**src/rtl/ocp_pkg.sv**
```systemverilog
package ocp_pkg;
  typedef enum logic [1:0] {
    ST_RUN   = 2'd0,
    ST_OFF   = 2'd1,
    ST_RETRY = 2'd2
  } ocp_state_e;
endpackage

```
**src/rtl/ocp_tick_gen.sv**
```systemverilog
module ocp_tick_gen #(
  parameter int unsigned TICK_DIV = 50000
) (
  input  logic clk,
  input  logic rst_n,
  output logic tick
);
  localparam int unsigned CW = (TICK_DIV < 2) ? 1 : $clog2(TICK_DIV);
  localparam logic [CW-1:0] LAST = CW'(TICK_DIV - 1);

  logic [CW-1:0] cnt_q;

  always_ff @(posedge clk or negedge rst_n) begin
    if (!rst_n)            cnt_q <= '0;
    else if (cnt_q >= LAST) cnt_q <= '0;
    else                    cnt_q <= cnt_q + CW'(1);
  end

  assign tick = (cnt_q >= LAST);

  generate
    if (TICK_DIV > 1) begin : g_chk
      // ticks never come back to back when the divider exceeds one
      a_r1_tick_isolated: assert property (@(posedge clk) disable iff (!rst_n)
        tick |=> !tick);
    end
  endgenerate
endmodule

```
**src/rtl/ocp_window_timer.sv**
```systemverilog
module ocp_window_timer #(
  parameter int unsigned TW = 10
) (
  input  logic          clk,
  input  logic          rst_n,
  input  logic          clr,
  input  logic          tick,
  input  logic [TW-1:0] limit,
  output logic          win_last
);
  logic [TW-1:0] cnt_q;

  assign win_last = tick && (cnt_q == (limit - TW'(1)));

  always_ff @(posedge clk or negedge rst_n) begin
    if (!rst_n)        cnt_q <= '0;
    else if (clr)      cnt_q <= '0;
    else if (tick)     cnt_q <= win_last ? '0 : cnt_q + TW'(1);
  end

  // the window count never reaches the limit selected by the sequencer
  a_r3_cnt_in_window: assert property (@(posedge clk) disable iff (!rst_n)
    cnt_q < limit);
endmodule

```
**src/rtl/ocp_hiccup_fsm.sv**
```systemverilog
module ocp_hiccup_fsm
  import ocp_pkg::*;
(
  input  logic clk,
  input  logic rst_n,
  input  logic tick,
  input  logic win_last,
  input  logic active,
  input  logic static_mode,
  input  logic overload,
  input  logic overheat,
  output logic timer_clr,
  output logic sel_off,
  output logic out_en,
  output logic ol_flag,
  output logic ot_flag
);
  ocp_state_e st_q, st_n;
  logic seen_q, seen_n, seen_now;
  logic en_q, en_n, ol_q, ol_n, ot_q;
  logic hold;

  assign seen_now = seen_q | overload;
  assign hold     = !active || overheat;

  always_comb begin
    st_n   = st_q;
    seen_n = seen_q;
    en_n   = en_q;
    ol_n   = ol_q;
    if (hold) begin
      st_n = ST_RUN; seen_n = 1'b0; en_n = 1'b0; ol_n = 1'b0;
    end else if (static_mode) begin
      st_n = ST_RUN; seen_n = 1'b0; en_n = 1'b1; ol_n = overload;
    end else begin
      unique case (st_q)
        ST_RUN: begin
          en_n = 1'b1; ol_n = 1'b0;
          if (tick && seen_now) begin
            st_n = ST_OFF; seen_n = 1'b0; en_n = 1'b0; ol_n = 1'b1;
          end else if (tick) begin
            seen_n = 1'b0;
          end else begin
            seen_n = seen_now;
          end
        end
        ST_OFF: begin
          en_n = 1'b0; ol_n = 1'b1; seen_n = 1'b0;
          if (win_last) begin
            st_n = ST_RETRY; en_n = 1'b1;
          end
        end
        ST_RETRY: begin
          en_n = 1'b1; ol_n = 1'b1; seen_n = seen_now;
          if (win_last) begin
            seen_n = 1'b0;
            if (seen_now) begin
              st_n = ST_OFF; en_n = 1'b0;
            end else begin
              st_n = ST_RUN; ol_n = 1'b0;
            end
          end
        end
        default: begin
          st_n = ST_RUN; seen_n = 1'b0; en_n = 1'b0; ol_n = 1'b0;
        end
      endcase
    end
  end

  always_ff @(posedge clk or negedge rst_n) begin
    if (!rst_n) begin
      st_q   <= ST_RUN;
      seen_q <= 1'b0;
      en_q   <= 1'b0;
      ol_q   <= 1'b0;
      ot_q   <= 1'b0;
    end else begin
      st_q   <= st_n;
      seen_q <= seen_n;
      en_q   <= en_n;
      ol_q   <= ol_n;
      ot_q   <= overheat;
    end
  end

  assign timer_clr = hold || static_mode || (st_q == ST_RUN);
  assign sel_off   = (st_q == ST_OFF);
  assign out_en    = en_q;
  assign ol_flag   = ol_q;
  assign ot_flag   = ot_q;

  // an overload seen by a tick in normal operation trips the output
  a_r2_trip_on_tick: assert property (@(posedge clk) disable iff (!rst_n)
    (!hold && !static_mode && st_q == ST_RUN && tick && seen_now)
      |=> (!en_q && ol_q && st_q == ST_OFF));
  // output dark and flag raised for the whole off window
  a_r3_off_dark: assert property (@(posedge clk) disable iff (!rst_n)
    (st_q == ST_OFF) |-> (!en_q && ol_q));
  // a clean retry window restores normal operation
  a_r5_clean_exit: assert property (@(posedge clk) disable iff (!rst_n)
    (!hold && !static_mode && st_q == ST_RETRY && win_last && !seen_now)
      |=> (en_q && !ol_q && st_q == ST_RUN));
  // static style keeps output on, flag mirrors the comparator
  a_r6_static_follow: assert property (@(posedge clk) disable iff (!rst_n)
    (!hold && static_mode) |=> (en_q && (ol_q == $past(overload))));
  // over-temperature forces the output off
  a_r8_heat_off: assert property (@(posedge clk) disable iff (!rst_n)
    overheat |=> (!en_q && !ol_q && ot_q));
  // loss of enable or supply forces the output off
  a_r9_inactive_off: assert property (@(posedge clk) disable iff (!rst_n)
    !active |=> (!en_q && !ol_q));
endmodule

```
**src/rtl/ocp_hiccup_ctrl.sv**
```systemverilog
module ocp_hiccup_ctrl #(
  parameter int unsigned TICK_DIV  = 50000,
  parameter int unsigned OFF_TICKS = 900
) (
  input  logic clk,
  input  logic rst_n,
  input  logic pwr_enable,
  input  logic supply_good,
  input  logic clamp_static,
  input  logic overload_det,
  input  logic overheat_det,
  output logic out_enable,
  output logic overload_flag,
  output logic overheat_flag
);
  localparam int unsigned ON_TICKS = (OFF_TICKS / 10 < 1) ? 1 : OFF_TICKS / 10;
  localparam int unsigned TW       = $clog2(OFF_TICKS + 1);

  logic tick, win_last, timer_clr, sel_off;
  logic [TW-1:0] limit;

  assign limit = sel_off ? TW'(OFF_TICKS) : TW'(ON_TICKS);

  ocp_tick_gen #(.TICK_DIV(TICK_DIV)) u_tick (
    .clk   (clk),
    .rst_n (rst_n),
    .tick  (tick)
  );

  ocp_window_timer #(.TW(TW)) u_timer (
    .clk      (clk),
    .rst_n    (rst_n),
    .clr      (timer_clr),
    .tick     (tick),
    .limit    (limit),
    .win_last (win_last)
  );

  ocp_hiccup_fsm u_fsm (
    .clk         (clk),
    .rst_n       (rst_n),
    .tick        (tick),
    .win_last    (win_last),
    .active      (pwr_enable & supply_good),
    .static_mode (clamp_static),
    .overload    (overload_det),
    .overheat    (overheat_det),
    .timer_clr   (timer_clr),
    .sel_off     (sel_off),
    .out_en      (out_enable),
    .ol_flag     (overload_flag),
    .ot_flag     (overheat_flag)
  );
endmodule

```
**config.mk**
```make
export PLATFORM = sky130hd
export DESIGN_NAME = ocp_hiccup_ctrl
export DESIGN_NICKNAME = d
export VERILOG_FILES = /design/src/rtl/ocp_pkg.sv /design/src/rtl/ocp_tick_gen.sv /design/src/rtl/ocp_window_timer.sv /design/src/rtl/ocp_hiccup_fsm.sv /design/src/rtl/ocp_hiccup_ctrl.sv
export SDC_FILE = /design/constraint.sdc
export NUM_CORES = 1
export LEC_CHECK = 0
export CORE_MARGIN = 2
export CORE_UTILIZATION = 65
export DETAILED_ROUTE_END_ITERATION = 10
export DONT_BUFFER_PORTS = 1
export GPL_ROUTABILITY_DRIVEN = 0
export PLACE_DENSITY = 0.78
export REMOVE_ABC_BUFFERS = 1
export SLEW_MARGIN = 40
export SYNTH_ARGS = -nofsm -noshare
export SYNTH_HDL_FRONTEND = slang
export SYNTH_SLANG_ARGS = --single-unit
```
**constraint.sdc**
```tcl
create_clock -name clk -period 3.54 [get_ports clk]
set_input_delay 0 -clock clk [delete_from_list [all_inputs] [get_ports clk]]
set_output_delay 0 -clock clk [all_outputs]
set_load 0.05 [all_outputs]
```
After elaboration in Yosys (flattened, before gate mapping)
Index checks and enable logic that the tools add are counted.

Add/subtract/negate cells: 3. Multiply operators: 0. Divide/modulo/power cells: 0. Magnitude comparators: 1. Equal/unequal tests: 6. Shift operators: 0. Multiplexer cells: 31. Bitwise operators: 2. Reduce and logical (&&, ||, !) cells: 9.

Operator list (count): two-way mux 10 bit (4); two-way mux 1 bit (17); adder 16 x 1 -> 16 bit, second input constant (1); >= comparator 16 bit, second input constant (1); two-way mux 16 bit (1); adder 10 x 1 -> 10 bit, second input constant (1); == test 10 bit (1); two-way mux 2 bit (5); subtractor 10 x 1 -> 10 bit, second input constant (1); inequality test 4 x 2 -> 1 bit, second input constant (2); case mux 1 bit (3 select lines) (2); case mux 2 bit (3 select lines) (1); inequality test 4 x 3 -> 1 bit, second input constant (1); logical OR 1 bit (3); AND reduction 3 bit (1); == test 2 x 1 -> 1 bit, second input constant (1); == test 2 bit, second input constant (1); logical AND 1 bit (2); logical NOT 2 bit (1); case mux 1 bit (2 select lines) (1); nonzero test 2 bit (1); bitwise AND 1 bit (1); logical NOT 1 bit (1); bitwise OR 1 bit (1).

Bits in registers: 32. Latch bits: 0. RAM bits: 0. Bits in read-only memories: 0. Bits of input ports: 7. Output and inout bits: 3. Memories kept: 0.

Logic depth before layout (Yosys ltp)
Gate-level depths: netlist of the first run.

Word-level depth: 9. Depth in mapped cells: 7.

Hierarchy
From an unflattened synthesis of the first run, not the netlist that was laid out.

Cells, all modules: 202. Area total of the unflattened synthesis: 1913.1 µm².

Modules (own cells, without submodules): ocp_window_timer (times used 1, cells an instance 93, area each 813.3 µm², seq. area each 250.2 µm²); ocp_tick_gen (times used 1, cells an instance 79, area each 788.3 µm², seq. area each 400.4 µm²); ocp_hiccup_fsm (times used 1, cells an instance 27, area each 297.8 µm², seq. area each 150.1 µm²); ocp_hiccup_ctrl (times used 1, cells an instance 3, area each 13.8 µm², seq. area each 0.0 µm²).

Worst setup path after synthesis of the first run
Ideal clock, no wire load.

Path type: register to register. From: register u_timer.cnt_q[2]. To: register u_fsm.en_q, in the netlist u_fsm.out_en. Setup time: 0.124 ns. Data arrival time: 1.721 ns. Data required time: 3.416 ns. Slack: 1.695 ns. Cell stages (with the launch flop): 7. Path buffers: 1. Period minus slack after synthesis: 1.845 ns. Cells stage by stage: dfrtp_1 > buf_6 > or4b_4 > nor4_4 > o221a_1 > mux2i_1 > o31a_1.

Cells in the longest elaborated chain, start to end: 6. Elaborated cells between the ends (all ways): 7.

RTL lines: start, declared (line ocp_window_timer.sv:11) `logic [TW-1:0] cnt_q;`; start signal, assigned (line ocp_window_timer.sv:18) `else if (tick) cnt_q <= win_last ? '0 : cnt_q + TW'(1);`; == test 10 bit * (line ocp_window_timer.sv:13) `assign win_last = tick && (cnt_q == (limit - TW'(1)));`; logical AND 1 bit * (line ocp_window_timer.sv:13); two-way mux 1 bit (on tied branches) (line ocp_hiccup_fsm.sv:55, ocp_hiccup_fsm.sv:49); case mux 1 bit (3 select lines) * (line ocp_hiccup_fsm.sv:36) `unique case (st_q)`; two-way mux 1 bit * (line ocp_hiccup_fsm.sv:33) `end else if (static_mode) begin`; two-way mux 1 bit * (line ocp_hiccup_fsm.sv:31) `if (hold) begin`; net u_fsm.en_n (line ocp_hiccup_fsm.sv:20) `logic en_q, en_n, ol_q, ol_n, ot_q;`; end signal, assigned (line ocp_hiccup_fsm.sv:81) `en_q <= en_n;`; end, declared (line ocp_hiccup_fsm.sv:20).

Mark *: on every way through the listed nets, which the timed path passes. The rest lies on a longest branch. A chain may end at the register's enable or synchronous reset.

Worst setup path in the final report of the first run
From: register u_tick.cnt_q[0]. To: register u_fsm.en_q, in the netlist u_fsm.out_en.

Cells in the longest elaborated chain, start to end: 6. Elaborated cells between the ends (all ways): 9.

RTL lines: start, declared (line ocp_tick_gen.sv:11) `logic [CW-1:0] cnt_q;`; start signal, assigned (line ocp_tick_gen.sv:16) `else cnt_q <= cnt_q + CW'(1);`; >= comparator 16 bit * (line ocp_tick_gen.sv:19) `assign tick = (cnt_q >= LAST);`; logical AND 1 bit (on tied branches) (line ocp_window_timer.sv:13, ocp_hiccup_fsm.sv:39); two-way mux 1 bit (on tied branches) (line ocp_hiccup_fsm.sv:55, ocp_hiccup_fsm.sv:39, ocp_hiccup_fsm.sv:49); case mux 1 bit (3 select lines) * (line ocp_hiccup_fsm.sv:36); two-way mux 1 bit * (line ocp_hiccup_fsm.sv:33); two-way mux 1 bit * (line ocp_hiccup_fsm.sv:31); net u_fsm.en_n (line ocp_hiccup_fsm.sv:20).

Marks and branches as above.

==> qor.yml, run 1 <==
timing:
  setup_viol: 0
  setup_ws_ns: 0.971
  grt_setup_unrepaired: "false"
  max_slew_margin_pct: 54.9
  period_needed_ns: 2.57
  fin_skew_ns: 0.0129
  worst_slew_pin_slew_ns: 0.675
  slew_violations: 0
  fin_tns_setup_ns: 0
  fmax_ghz: 0.389
  period_share_pct: 72.6
  hold_violations: 0
floorplan:
  dieWidth_um: 55.7
  die_h_um: 55.7
  ioPinCount: 10
  initial_utilization_pct: 69.4
  placementRows: 18
  dieArea_um2: 3100
  core-area_um2: 2500
setup_path:
  arrival_ns: 2.79
  slowest_stage: "a211oi_2"
  crit_path_start_kind: "register"
  cpPeakStageDelay_ns: 0.60
  path_max_fanout: 12
  required_ns: 3.76
  path_class: "register to register"
  cp-end-kind: "register"
  critPathTopFamily: "compound AO/OA/AOI/OAI gates"
  crit_buf_inv: 1
  crit_chain: "ha_1 -> nand3_1 -> a211oi_2 -> o221a_1 -> mux2i_1 -> o31a_1 -> dlygate4sd3_1"
clock_network:
  numCtsBuffers: 5
  path_clk_slew_ns: 0.10
  cts_sinks: 32
  cts_root_buf: "clkbuf_4"
  cts_buffer_depth: 2
  cts_tree: "built"
  cts_max_level: 2
  clk_latency_ns: 0.33
  post_cts_resized: 0
drt:
  viasPerCell: 6.30
  vias: 1418
  dr.first_iter.drc_count: 94
  wire_per_inst_um: 15.6
  drc: 0
  dr.pass1.iters: 4
  antenna_left: 0
  finalWirelength_mm: 3.51
logic_synthesis:
  synthSimpleGateAreaFrac_pct: 27.3
  synthMuxAreaShare_pct: 1.73
  syn-cell-area_um2: 1730
  synth_cell_type_count: 43
  postSynthAreaPerCell_um2: 9.48
  synth_fa_ha_area_share_pct: 1.44
  synth_seq_cells: 32
  synth_compound_gate_area_share_pct: 11.3
  yosys-top-cells-area: "dfrtp_1 46%, nor2_1 6.9%, xor2_1 5.6%"
  synth_cells: 183
  synth_top_area_share_pct: 46.2
  yosys_warnings: 0
  synth_xor_area_share_pct: 8.59
  ys_seq_area_share_pct: 46.2
  synth_top_area_cell: "dfrtp_1"
  synth_top_family_by_area: "simple AND/OR/NAND/NOR gates"
power_and_ir_drop:
  ir_worst_vdd_mv: 0.264
  p_leak_nw: 0.769
  powerDensity_nw_per_um2: 322
grt:
  grt_first_pass_wirelength_mm: 6.02
  top_usage_layer: "met2"
  grt_util_met1_pct: 33.5
  grt_max_degree: 33
  antenna_found_initial: 0
  overflow: 0
  grt_pass1_vias: 1369
  grtUsageMet3_pct: 7.21
  grt_usage_pct: 25.1
  use_met2_pct: 38.3
placed_design:
  hpwlAfterDp_mm: 2.25
  place_ws_ns: 1.30
  port_buffers: 0
status:
  outcome: "finished clean"
min_path:
  min_path_type: "primary input to async pin"
job:
  drv.max_cap_violation_count: 0
finish:
  diodes: 0
  nFillCells: 175
  final_layout_size_suffix_gt1_share_pct: 6.67
  final_nets: 203
  area_growth_pct: 9.38
-- state kept, by name, summed over array words and instances, names as in the netlist --
| name | cells |
|---|---|
| u_tick.cnt_q | 16 |
| u_fsm.ol_flag | 1 |
| u_timer.cnt_q | 10 |
| u_fsm.seen_q | 1 |
| u_fsm.ot_flag | 1 |
| u_fsm.st_q | 2 |
| u_fsm.out_en | 1 |
-- per-layer routing --
metal	vias up	wire length, um
li1	674	-
met1	682	1560
met2	53	1660
met3	9	207
met4	0	74
met5	-	0
-- path summary, 6_finish.rpt --
kind                                      startpoint                            to  slack, ns  cells past startpoint
max                        u_tick.cnt_q[0]$_DFF_PN0_        u_fsm.out_en$_DFF_PN0_       0.97                      7
min                                            rst_n    u_tick.cnt_q[10]$_DFF_PN0_        0.1                      2
max reg2reg                u_tick.cnt_q[0]$_DFF_PN0_        u_fsm.out_en$_DFF_PN0_       0.97                      7
min reg2reg                u_tick.cnt_q[0]$_DFF_PN0_     u_tick.cnt_q[0]$_DFF_PN0_       0.45                      1
max in group asynchronous                      rst_n     u_tick.cnt_q[1]$_DFF_PN0_       3.27                      2
min in group clk                         supply_good  u_timer.cnt_q[0]$_DFFE_PN0P_       0.11                      2
-- area by class of cell --
class | count | area, um2 | share of cell area (%)
multi-input combinational | 139 | 873 | 46.0
sequential | 32 | 801 | 42.2
timing repair buffer | 9 | 100 | 5.28
clock buffer | 8 | 58.8 | 3.10
tap | 30 | 37.5 | 1.98
inverter | 7 | 26.3 | 1.39
-- cells in the final DEF (no fill, tap or decap), types with 3 or more instances in the layout --
master,instances
a21oi_1,7
clkbuf_4,5
dfrtp_1,32
dlygate4sd3_1,8
inv_1,7
mux2i_1,3
nand2_1,10
nand3_1,6
nand4_1,6
nor2_1,32
nor3_1,7
o211ai_1,3
o21ai_0,9
or3_1,6
xnor2_1,6
xor2_1,11
-- stage by stage --
| stage | util, % | area (um2) | hold slack (ns) | instances | power, mW |
|---|---|---|---|---|---|
| floorplan | - | 1700 | -0.296 | 178 | 0.383 |
| global placement | 69.5 | 1740 | -0.295 | 208 | 0.383 |
| detailed placement | 69.5 | 1740 | -0.295 | 208 | 0.383 |
| CTS | 75.9 | 1900 | 0.0943 | 225 | 0.615 |
| global route | 75.9 | 1900 | 0.0975 | 225 | 0.633 |
| finish | 75.9 | 1900 | 0.0952 | 225 | 0.611 |
-- worst register-to-register path: stages, from the launching register on --
cell and delay, ns:
dfrtp_1 0.36, ha_1 0.23, nand3_1 0.14, a211oi_2 0.60, o221a_1 0.28, mux2i_1 0.07, o31a_1 0.23, dlygate4sd3_1 0.55
-- power breakdown --
group	internal [mW]	switching, mW	leakage [nW]	total [mW]
registers	0.367	0.00488	0.430	0.371
logic	0.00950	0.0121	0.307	0.0216
clock network	0.0980	0.120	0.0326	0.218
total	0.474	0.137	0.769	0.611
-- cells in the mapped netlist --
master and instances:
nor4_4 1, or2_1 1, and2_1 1, or2_2 1
mux2i_1 3, o221ai_1 1, nand3_1 6, a21boi_0 1
or4b_4 1, a21oi_1 7, and4bb_2 1, or3_1 6
and4b_1 1, nand2_1 10, nand3_2 1, o211ai_1 3
xor2_1 11, nand4_1 6, nand2b_1 2, o31a_1 1
nor4_1 1, nor3_1 7, buf_2 3, a211oi_2 1
xnor2_1 6, nor4bb_1 1, o22ai_1 1, nor2_1 32
nor2b_1 2, or4_1 1, inv_1 7, o31ai_1 2
buf_4 1, ha_1 2, o221a_1 1, o21ai_0 9
buf_6 1, or4b_1 1, and3_1 2, o21a_1 2
and4_1 2, o2111ai_1 1, dfrtp_1 32
-- logic make-up (layout without fill, tap and decap cells) --
kind of cell / Yosys count / in the layout
AO/OA/AOI/OAI: 30 / 30
XOR/XNOR: 17 / 17
adder cells (fa/ha/maj): 2 / 2
buffers and inverters: 12 / 24
flip-flops: 32 / 32
multiplexers: 3 / 3
AND/OR/NAND/NOR: 87 / 87
-- repair_timing --
item	in CTS	in global routing
setup buffers	0	0
endpoints found under the hold margin	37	0
hold buffers	9	0
setup endpoints to repair	0	0
Power figures use the tool's default switching activity.
==> run 2: changes to the inputs <==
--- a/config.mk
+++ b/config.mk
@@ -6,11 +6,11 @@
 export NUM_CORES = 1
 export LEC_CHECK = 0
 export CORE_MARGIN = 2
-export CORE_UTILIZATION = 65
+export CORE_UTILIZATION = 56
 export DETAILED_ROUTE_END_ITERATION = 10
 export DONT_BUFFER_PORTS = 1
 export GPL_ROUTABILITY_DRIVEN = 0
-export PLACE_DENSITY = 0.78
+export PLACE_DENSITY = 0.71
 export REMOVE_ABC_BUFFERS = 1
 export SLEW_MARGIN = 40
 export SYNTH_ARGS = -nofsm -noshare
==> constraint.sdc (replaced) <==
create_clock -name clk -period 2.2 [get_ports clk]
set_input_delay 0 -clock clk [delete_from_list [all_inputs] [get_ports clk]]
set_output_delay 0 -clock clk [all_outputs]
set_load 0.05 [all_outputs]
==> run 2 against run 1 <==
Via count down 0.49%; maximum frequency rose by 26%; cell count grew 2.7%; critical endpoint is now u_timer.cnt_q[5]$_DFFE_PN0P_; highest routed layer unchanged.
==> qor.yml, run 2 (synthesis gave the netlist of run 1 again) <==
finish:
  final-seq-area_um2: 801
  diodes: 0
  final_nets: 207
  largest_reg_flops: 16
  mostFrequentLayoutCells: "32 x nor2_1, 32 x dfrtp_1, 11 x xor2_1"
  top_register: "u_tick.cnt_q"
  final_layout_size_suffix_gt1_share_pct: 9.09
  largestRegisters: "u_tick.cnt_q x16, u_timer.cnt_q x10, u_fsm.st_q x2"
  multi_input_area_um2: 873
  area_growth_pct: 10.5
  nFillCells: 268
timing:
  period_needed_ns: 2.04
  setup_viol: 0
  grt_setup_unrepaired: "false"
  setup_ws_ns: 0.163
  hold-worst-slack_ns: 0.0925
  period_share_pct: 92.6
  hold_violations: 0
  fin_tns_setup_ns: 0
  slew_violations: 0
  fmax_ghz: 0.491
  fin_skew_ns: 0.0126
  max_slew_margin_pct: 69.4
  worst_slew_pin_slew_ns: 0.460
drt:
  wire_per_inst_um: 15.5
  dr.first_iter.drc_count: 45
  dr.pass1.iters: 4
  vias: 1411
  viasPerCell: 6.11
  drc: 0
  antenna_left: 0
  finalWirelength_mm: 3.59
grt:
  overflow: 0
  antenna_found_initial: 0
  grt_max_degree: 33
  grt_usage_pct: 23.5
  grt_pass1_vias: 1373
  grt_first_pass_wirelength_mm: 6.17
floorplan:
  placementRows: 20
  dieWidth_um: 59.7
  ioPinCount: 10
  die_h_um: 59.7
  core-area_um2: 3000
  initial_utilization_pct: 57.7
  dieArea_um2: 3560
setup_path:
  crit_chain: "ha_1 -> nand3_1 -> a211oi_2 -> buf_4 -> o22ai_1 -> nand3_2 -> a21oi_1"
  cpPeakStageDelay_ns: 0.41
  cp-end-kind: "register"
  rrSetupSlack_ns: 0.16
  rr_worst_depth: 7
  endpoint: "u_timer.cnt_q[5]$_DFFE_PN0P_"
  startpoint: "u_tick.cnt_q[0]$_DFF_PN0_"
  critPathTopFamily: "compound AO/OA/AOI/OAI gates"
  crit_buf_inv: 1
  path_depth: 7
  required_ns: 2.47
  r2r-end: "u_timer.cnt_q[5]$_DFFE_PN0P_"
  crit_path_start_kind: "register"
  slowest_stage: "dfrtp_1"
  path_max_fanout: 9
  path_class: "register to register"
  r2r_start: "u_tick.cnt_q[0]$_DFF_PN0_"
  arrival_ns: 2.31
status:
  outcome: "finished clean"
job:
  drv.max_cap_violation_count: 0
clock_network:
  cts_setup_buffers: 0
  cts_sinks: 32
  cts_max_level: 2
  cts_tree: "built"
  cts_buffer_depth: 2
  clk_latency_ns: 0.34
  numCtsBuffers: 5
  cts_root_buf: "clkbuf_4"
  path_clk_slew_ns: 0.10
placed_design:
  place_ws_ns: 0.180
  port_buffers: 0
  hpwlAfterDp_mm: 2.41
min_path:
  min_path_type: "primary input to async pin"
power_and_ir_drop:
  ir_worst_vdd_mv: 0.267
  powerDensity_nw_per_um2: 494
  p_leak_nw: 0.786
[run 2: through the flow]
| stage | cells | power (mW) | instance area (um2) | util, % |
|---|---|---|---|---|
| after floorplan | 178 | 0.616 | 1700 | - |
| after global placement | 216 | 0.617 | 1780 | 59.3 |
| after detailed placement | 216 | 0.617 | 1780 | 59.3 |
| after CTS | 231 | 0.952 | 1920 | 63.8 |
| after global routing | 231 | 0.982 | 1920 | 63.8 |
| final | 231 | 0.946 | 1920 | 63.8 |
[run 2: power by group]
group	total (mW)	switching [mW]	internal (mW)
clock network	0.316	0.198	0.117
logic	0.0328	0.0184	0.0144
registers	0.598	0.00799	0.590
[run 2: worst min path at each step]
stage / endpoint / slack [ns] / cells after the start
6_report: u_timer.cnt_q[2]$_DFFE_PN0P_ / 0.09 / 2
5_1_grt: u_timer.cnt_q[0]$_DFFE_PN0P_ / 0.10 / 2
4_1_cts: u_timer.cnt_q[0]$_DFFE_PN0P_ / 0.10 / 2
3_5_place_dp: u_timer.cnt_q[5]$_DFFE_PN0P_ / -0.29 / 0
3_3_place_gp: u_timer.cnt_q[5]$_DFFE_PN0P_ / -0.29 / 0
2_1_floorplan: u_fsm.ol_flag$_DFF_PN0_ / -0.30 / 0
[run 2: metal layers]
metal  part of all wire, %  track usage, %  vias up
met2                    52            39.6       26
met3                   2.9            6.71        6
met5                     0               0        -
met1                    43            27.5      701
li1                      -               -      678
met4                   1.8            11.1        0
[run 2: timing repair]
item	4_1_cts	5_1_grt
hold endpoints to repair	37	0
endpoints found under the setup margin	0	2
gates resized for setup	0	1
hold buffers	8	0
[run 2: area by class of cell]
class / count / area share, %
clock buffers: 6 / 2.16
inverters: 7 / 1.37
repair buffers: 13 / 6.66
flip-flops and latches: 32 / 41.8
clock inverters: 1 / 0.261
well taps: 33 / 2.16
multi-input cells: 139 / 45.6
